<file path="config.mk">
export PLATFORM = sky130hd
export DESIGN_NAME = step_avg_filter
export DESIGN_NICKNAME = d
export VERILOG_FILES = /design/src/rtl/sfa_pkg.sv /design/src/rtl/sfa_history.sv /design/src/rtl/sfa_step_det.sv /design/src/rtl/sfa_ctrl.sv /design/src/rtl/step_avg_filter.sv
export SDC_FILE = /design/constraint.sdc
export NUM_CORES = 2
export LEC_CHECK = 0
export BUFFER_PORTS_ARGS = -buffer_cell sky130_fd_sc_hd__buf_2
export CAP_MARGIN = 20
export CORE_MARGIN = 10
export CORE_UTILIZATION = 45
export CTS_CLUSTER_SIZE = 40
export DETAILED_ROUTE_END_ITERATION = 10
export SLEW_MARGIN = 20
export SYNTH_ARGS = -nofsm -noshare
export SYNTH_HDL_FRONTEND = slang
export SYNTH_HIERARCHICAL = 1
export SYNTH_SLANG_ARGS = --single-unit
export TNS_END_PERCENT = 10
</file>
<file path="constraint.sdc">
create_clock -name clk -period 20.6 [get_ports clk]
set_input_delay 1.03 -clock clk [delete_from_list [all_inputs] [get_ports clk]]
set_output_delay 1.03 -clock clk [all_outputs]
set_load 0.05 [all_outputs]
</file>
<file path="src/rtl/sfa_pkg.sv">
package sfa_pkg;
    localparam int AVG_DEPTH = 16;
    localparam int AVG_LVLS  = $clog2(AVG_DEPTH) + 1;
    localparam int LVL_W     = $clog2(AVG_LVLS);
    localparam int REP_W     = 4;

    typedef enum logic [2:0] {
        ST_FIR_PASS,
        ST_STEP_HOLD,
        ST_GROW2,
        ST_GROW4,
        ST_GROW8,
        ST_GROW16
    } sfa_state_e;

    typedef enum logic [1:0] {
        SRC_FIR,
        SRC_AVG,
        SRC_RAW
    } sfa_src_e;
endpackage

</file>
<file path="src/rtl/sfa_history.sv">
module sfa_history #(
    parameter int W = 24
) (
    input  logic                                    clk,
    input  logic                                    rst_n,
    input  logic                                    push,
    input  logic signed [W-1:0]                     din,
    output logic [sfa_pkg::AVG_LVLS-1:0][W-1:0]     avg_o,
    output logic signed [W-1:0]                     prev2_o
);
    localparam int DEPTH = sfa_pkg::AVG_DEPTH;
    localparam int LVLS  = sfa_pkg::AVG_LVLS;
    localparam int SW    = W + $clog2(DEPTH);

    logic signed [W-1:0] hist_q [DEPTH-1];

    always_ff @(posedge clk or negedge rst_n) begin
        if (!rst_n) begin
            for (int k = 0; k < DEPTH-1; k++) hist_q[k] <= '0;
        end else if (push) begin
            hist_q[0] <= din;
            for (int k = 1; k < DEPTH-1; k++) hist_q[k] <= hist_q[k-1];
        end
    end

    assign prev2_o = hist_q[1];

    for (genvar gi = 0; gi < LVLS; gi++) begin : g_lvl
        localparam int N = 1 << gi;
        logic signed [SW-1:0] acc;
        always_comb begin
            acc = SW'(din);
            for (int k = 0; k < N-1; k++) acc = acc + SW'(hist_q[k]);
        end
        assign avg_o[gi] = W'(acc >>> gi);
    end
endmodule

</file>
<file path="src/rtl/sfa_step_det.sv">
module sfa_step_det #(
    parameter int W = 24
) (
    input  logic                clk,
    input  logic                rst_n,
    input  logic                push,
    input  logic signed [W-1:0] din,
    input  logic signed [W-1:0] prev2,
    input  logic [W-1:0]        full_scale,
    output logic                step
);
    logic [W-1:0]        fs_q;
    logic [W-1:0]        thr_q;
    logic [1:0]          fill_q;
    logic signed [W:0]   diff;
    logic [W:0]          mag;

    always_ff @(posedge clk or negedge rst_n) begin
        if (!rst_n) begin
            fs_q   <= '0;
            thr_q  <= '0;
            fill_q <= '0;
        end else begin
            if (full_scale != fs_q) begin
                fs_q  <= full_scale;
                thr_q <= W'(full_scale / 100);
            end
            if (push && fill_q != 2'd2) fill_q <= fill_q + 2'd1;
        end
    end

    always_comb begin
        diff = (W+1)'(din) - (W+1)'(prev2);
        mag  = diff[W] ? (W+1)'(-diff) : diff;
        step = (fill_q == 2'd2) && (mag > {1'b0, thr_q});
    end
endmodule

</file>
<file path="src/rtl/sfa_ctrl.sv">
module sfa_ctrl (
    input  logic                        clk,
    input  logic                        rst_n,
    input  logic                        push,
    input  logic                        fast_en,
    input  logic                        skip_en,
    input  logic                        chop_en,
    input  logic                        step,
    output sfa_pkg::sfa_src_e           src,
    output logic [sfa_pkg::LVL_W-1:0]   len_idx,
    output sfa_pkg::sfa_state_e         state_o
);
    import sfa_pkg::*;

    localparam logic [REP_W-1:0] REP2  = REP_W'(2);
    localparam logic [REP_W-1:0] REP4  = REP_W'(4);
    localparam logic [REP_W-1:0] REP8  = REP_W'(8);
    localparam logic [REP_W-1:0] REP16 = REP_W'(6);

    sfa_state_e        state_q, state_d;
    logic [REP_W-1:0]  cnt_q, cnt_d;
    logic [LVL_W-1:0]  init_idx;

    assign init_idx = chop_en ? LVL_W'(1) : LVL_W'(0);
    assign state_o  = state_q;

    always_ff @(posedge clk or negedge rst_n) begin
        if (!rst_n) begin
            state_q <= ST_FIR_PASS;
            cnt_q   <= '0;
        end else if (push) begin
            state_q <= state_d;
            cnt_q   <= cnt_d;
        end
    end

    always_comb begin
        state_d = state_q;
        cnt_d   = cnt_q;
        src     = SRC_FIR;
        len_idx = '0;
        if (skip_en) begin
            src     = SRC_RAW;
            state_d = ST_FIR_PASS;
            cnt_d   = '0;
        end else if (!fast_en) begin
            state_d = ST_FIR_PASS;
            cnt_d   = '0;
        end else if (step) begin
            src     = SRC_AVG;
            len_idx = init_idx;
            state_d = ST_STEP_HOLD;
            cnt_d   = '0;
        end else begin
            unique case (state_q)
                ST_FIR_PASS: begin
                    src = SRC_FIR;
                end
                ST_STEP_HOLD: begin
                    src     = SRC_AVG;
                    len_idx = LVL_W'(1);
                    state_d = ST_GROW2;
                    cnt_d   = REP_W'(1);
                end
                ST_GROW2: begin
                    src     = SRC_AVG;
                    len_idx = LVL_W'(1);
                    if (cnt_q == REP2 - 1) begin
                        state_d = ST_GROW4;
                        cnt_d   = '0;
                    end else cnt_d = cnt_q + 1'b1;
                end
                ST_GROW4: begin
                    src     = SRC_AVG;
                    len_idx = LVL_W'(2);
                    if (cnt_q == REP4 - 1) begin
                        state_d = ST_GROW8;
                        cnt_d   = '0;
                    end else cnt_d = cnt_q + 1'b1;
                end
                ST_GROW8: begin
                    src     = SRC_AVG;
                    len_idx = LVL_W'(3);
                    if (cnt_q == REP8 - 1) begin
                        state_d = ST_GROW16;
                        cnt_d   = '0;
                    end else cnt_d = cnt_q + 1'b1;
                end
                ST_GROW16: begin
                    src     = SRC_AVG;
                    len_idx = LVL_W'(4);
                    if (cnt_q == REP16 - 1) begin
                        state_d = ST_FIR_PASS;
                        cnt_d   = '0;
                    end else cnt_d = cnt_q + 1'b1;
                end
                default: begin
                    state_d = ST_FIR_PASS;
                    cnt_d   = '0;
                end
            endcase
        end
    end
endmodule

</file>
<file path="src/rtl/step_avg_filter.sv">
module step_avg_filter #(
    parameter int W = 24
) (
    input  logic                clk,
    input  logic                rst_n,
    input  logic                smp_valid,
    input  logic signed [W-1:0] smp_data,
    input  logic signed [W-1:0] fir_data,
    input  logic                fast_en,
    input  logic                skip_en,
    input  logic                chop_en,
    input  logic [W-1:0]        full_scale,
    output logic                out_valid,
    output logic signed [W-1:0] out_data,
    output logic                out_transient,
    output logic                out_pair_tag
);
    import sfa_pkg::*;

    logic [AVG_LVLS-1:0][W-1:0] avg_w;
    logic signed [W-1:0]        prev2_w;
    logic                       step_w;
    sfa_src_e                   src_w;
    logic [LVL_W-1:0]           len_idx_w;
    sfa_state_e                 fsm_state;
    logic                       phase_q;
    logic                       pair_mode;
    logic signed [W-1:0]        sel_data;

    sfa_history #(.W(W)) u_hist (
        .clk     (clk),
        .rst_n   (rst_n),
        .push    (smp_valid),
        .din     (smp_data),
        .avg_o   (avg_w),
        .prev2_o (prev2_w)
    );

    sfa_step_det #(.W(W)) u_det (
        .clk        (clk),
        .rst_n      (rst_n),
        .push       (smp_valid),
        .din        (smp_data),
        .prev2      (prev2_w),
        .full_scale (full_scale),
        .step       (step_w)
    );

    sfa_ctrl u_ctrl (
        .clk     (clk),
        .rst_n   (rst_n),
        .push    (smp_valid),
        .fast_en (fast_en),
        .skip_en (skip_en),
        .chop_en (chop_en),
        .step    (step_w),
        .src     (src_w),
        .len_idx (len_idx_w),
        .state_o (fsm_state)
    );

    assign pair_mode = skip_en && chop_en;

    always_comb begin
        unique case (src_w)
            SRC_AVG: sel_data = avg_w[len_idx_w];
            SRC_RAW: sel_data = smp_data;
            default: sel_data = fir_data;
        endcase
    end

    always_ff @(posedge clk or negedge rst_n) begin
        if (!rst_n) begin
            out_valid     <= 1'b0;
            out_data      <= '0;
            out_transient <= 1'b0;
            out_pair_tag  <= 1'b0;
            phase_q       <= 1'b0;
        end else begin
            out_valid <= smp_valid;
            if (smp_valid) begin
                out_data      <= sel_data;
                out_transient <= (src_w == SRC_AVG);
                out_pair_tag  <= pair_mode ? phase_q : 1'b0;
                phase_q       <= pair_mode ? ~phase_q : 1'b0;
            end
        end
    end
endmodule

</file>
==> reports/summary.md <==
• 7.44% — area added between synthesis and finish
• sky130_fd_sc_hd__clkbuf_16 — Root Buffer
• 3907 — Mapped Nets
• 100% — Async SR Flop Fraction
• 0 — cts-stage hold buffer count
• 25.1k — detailed-route via count
• 26 — largest fanout on the critical path
• 84.1 MHz — maximum operating frequency
• 2 — H-tree level count
• 12.42 ns — data arrival at the endpoint of the critical path
• u_hist/hist_q[336] — FF-to-FF Start
• 29.2% — slew margin rel.
• 3870 — final net count
• 19.1 um — mean routed wirelength per cell
• sky130_fd_sc_hd__dfrtp_1 31%, sky130_fd_sc_hd__fa_1 16%, sky130_fd_sc_hd__mux2_2 11% — leading cell types by total area after synthesis
• 30.6% — share of the synthesized area in the top cell type
• 0.888 — RD Place Congestion
• 18.5% — GRT Util Overall
• sky130_fd_sc_hd__dfrtp_1 — top_reg_cell synth
• 91500 um2 — area enclosed by the die boundary
• 137000 um — first-pass GRT wire length
• 0.0265 ns — worst-case clock skew
• 130 — post-synthesis cell type count
• 63600 um — detailed placer's ending HPWL
• 35900 um2 — Netlist Area Pre-Place
• primary input — startpoint kind of the worst setup timing path
• 0 — number of design rule violations left after detail routing
• 25.0k — vias in the first global route
• 3398 — synthesized instance count
• 0 — number of resized instances in the post-cts repair step
• sky130_fd_sc_hd__dfrtp_1 — most used standard cell by instance count after synthesis
• built — TritonCTS clock tree
• 0 — global-route congestion overflow total
• 9 — initial antenna violation count
• 19.0% — share of cells above drive strength 1
• 30.6% — fraction of the yosys area taken by sequential cells
• 439 — number of synthesized register bits
• 0.64 ns — insertion delay of the later-clocked pin in the worst-skew pair
• sky130_fd_sc_hd__nor2_1 — most frequent cell on the critical path
• 6 — Yosys warnings
• 0 — final antenna-violating net count
• in2async — class of the worst hold path
• 303 um — die boundary height
• 5.64 — via density per instance
• 8.70 ns — setup ws final
• 7.93 ns — worst setup slack after placement
• 439 — Clock Sinks
• false — setup repair after global routing missed its margin
• 6 — First-pass DRT Iterations
• 3 — maximum buffer depth of the clock tree
• 0 — post-CTS setup-driven buffer insertion count
• 57.8% — period utilisation layout
• 105 — I/O pin cnt
• 0 — final count of pins violating max slew
• 45.4% — Initial Util
• 51 — CTS buffer count
• 103 — # rows
• 0 — maxcap violations
• 0 — Final Hold Fails
• register — Crit. End Element
• 303 um — floorplan die width
• sky130_fd_sc_hd__nor4_1 — cell type of the slowest stage on the worst timing path
• 104 — number of buffer cells added on primary ports
• 1823 — number of violations reported at the end of detailed-routing iteration 0
• 10.6 um2 — Mean Syn Cell Area
• sky130_fd_sc_hd__dfrtp_1 — leading area contributor after synthesis
• 11.90 ns — fin crit period
• 439 x sky130_fd_sc_hd__dfrtp_1, 363 x sky130_fd_sc_hd__inv_1, 353 x sky130_fd_sc_hd__mux2_2, 279 x sky130_fd_sc_hd__fa_1, 169 x sky130_fd_sc_hd__nor2_1 — leading post-synthesis cells by instance count
• 177 — maximum number of pins on one net before global-route repair
• 79100 um2 — core area
• finished clean — run status
• 1.06 ns — worst-margin pin slew
• 0.83 ns — Slowest Stage Delay on Critical Path
• 84900 um — WL final
• 0 ns — total negative slack for setup checks
• 0 — total setup violations reported at the end of the flow
• in2reg — worst setup path class
• 0 — number of synthesized flops with an enable pin
• full_scale[18] — Critical Path Start
• 21.12 ns — Required @ worst endpoint
• 0.06 ns — CTS clk-pin slew, worst paths
[placed cells by master (no fill, tap or decap), types with 26 or more instances in the layout]
cell                        instances
sky130_fd_sc_hd__dfrtp_1          439
sky130_fd_sc_hd__inv_1            363
sky130_fd_sc_hd__mux2_2           353
sky130_fd_sc_hd__fa_1             279
sky130_fd_sc_hd__nor2_1           168
sky130_fd_sc_hd__a21oi_1          154
sky130_fd_sc_hd__ha_1             151
sky130_fd_sc_hd__xnor2_1          128
sky130_fd_sc_hd__nand2_1          122
sky130_fd_sc_hd__buf_2            102
sky130_fd_sc_hd__o21ai_0           96
sky130_fd_sc_hd__nor3_1            59
sky130_fd_sc_hd__nand3_1           53
sky130_fd_sc_hd__a221oi_1          52
sky130_fd_sc_hd__clkbuf_16         51
sky130_fd_sc_hd__xor2_1            50
sky130_fd_sc_hd__a21o_1            48
sky130_fd_sc_hd__mux2i_1           37
sky130_fd_sc_hd__o21bai_1          30
sky130_fd_sc_hd__o221ai_1          28
sky130_fd_sc_hd__nand4_1           28
sky130_fd_sc_hd__a31oi_1           27
sky130_fd_sc_hd__o2bb2ai_1         26
sky130_fd_sc_hd__o211ai_1          26
sky130_fd_sc_hd__o21a_1            26
[registers in the layout, summed over array words and instances, names as in the netlist, 2 cells and up]
| signal | cells |
|---|---|
| u_hist/hist_q | 336 |
| u_det/thr_q | 18 |
| u_ctrl/state_o | 3 |
| out_data | 24 |
| u_det/fill_q | 2 |
| u_det/fs_q | 24 |
| u_hist/prev2_o | 24 |
| u_ctrl/cnt_q | 4 |
[worst max-delay path, delay by kind of cell]
kind | cells | cell delay [ns]
xor gates and xnor gates | 1 | 0.28
and+or+nand+nor | 13 | 3.51
buffers and inverters | 1 | 0.38
muxes | 4 | 1.74
AOI/OAI and AO/OA | 16 | 5.46
[stage by stage]
stage | hold WS (ns) | std cells | area, um2 | utilization, %
after floorplan | 0.446 | 3398 | 35900 | -
after global routing | 0.482 | 4452 | 38600 | 48.8
final | 0.407 | 4453 | 38600 | 48.8
after global placement | 0.463 | 4358 | 36900 | 46.6
after detailed placement | 0.469 | 4358 | 36900 | 46.6
after CTS | 0.451 | 4448 | 38600 | 48.8
[final cells by class]
class / count / area [um2]
Inverter: 365 / 1370
Timing Repair Buffer: 123 / 696
Clock buffer: 74 / 1480
Fill cell: 7243 / 40500
Clock inverter: 16 / 250
Sequential cell: 439 / 11000
Multi-Input combinational cell: 2381 / 22500
Antenna cell: 5 / 12.5
Tap cell: 1050 / 1310
[cell families (layout without fill, tap and decap cells)]
family | Yosys count | count (layout) | share of synthesized area [%]
compound gates | 746 | 746 | 15.6
mux | 397 | 397 | 12.4
xor+xnor | 180 | 180 | 4.45
other cells | 0 | 5 | 0
flops | 439 | 439 | 30.6
fa+ha+maj | 434 | 434 | 20.9
simple gates | 624 | 624 | 9.18
buf+inv | 578 | 578 | 6.90
[path summary, 6_finish.rpt]
kind                                 endpoint  cells after the start  slack [ns]
setup / recovery               u_det/thr_q[0]                     35        8.70
hold / removal                 u_det/thr_q[0]                      1        0.41
setup reg to reg                 out_data[22]                     45        8.96
hold reg to reg               u_det/fill_q[0]                      1        0.48
max in group asynchronous  u_hist/hist_q[112]                      3       18.10
min in group clk              u_det/fill_q[0]                      1        0.48
[metal layers]
layer	GRT usage (%)	vias to the layer above	routed length [um]
met5	0	-	21
met4	4.47	4	1680
met3	3.42	92	4940
met2	28.7	545	38200
met1	26.5	12500	40100
li1	-	11900	-
Power is not shown: default switching activity piles up to over one toggle a cycle in this logic, so the estimate is an artifact.
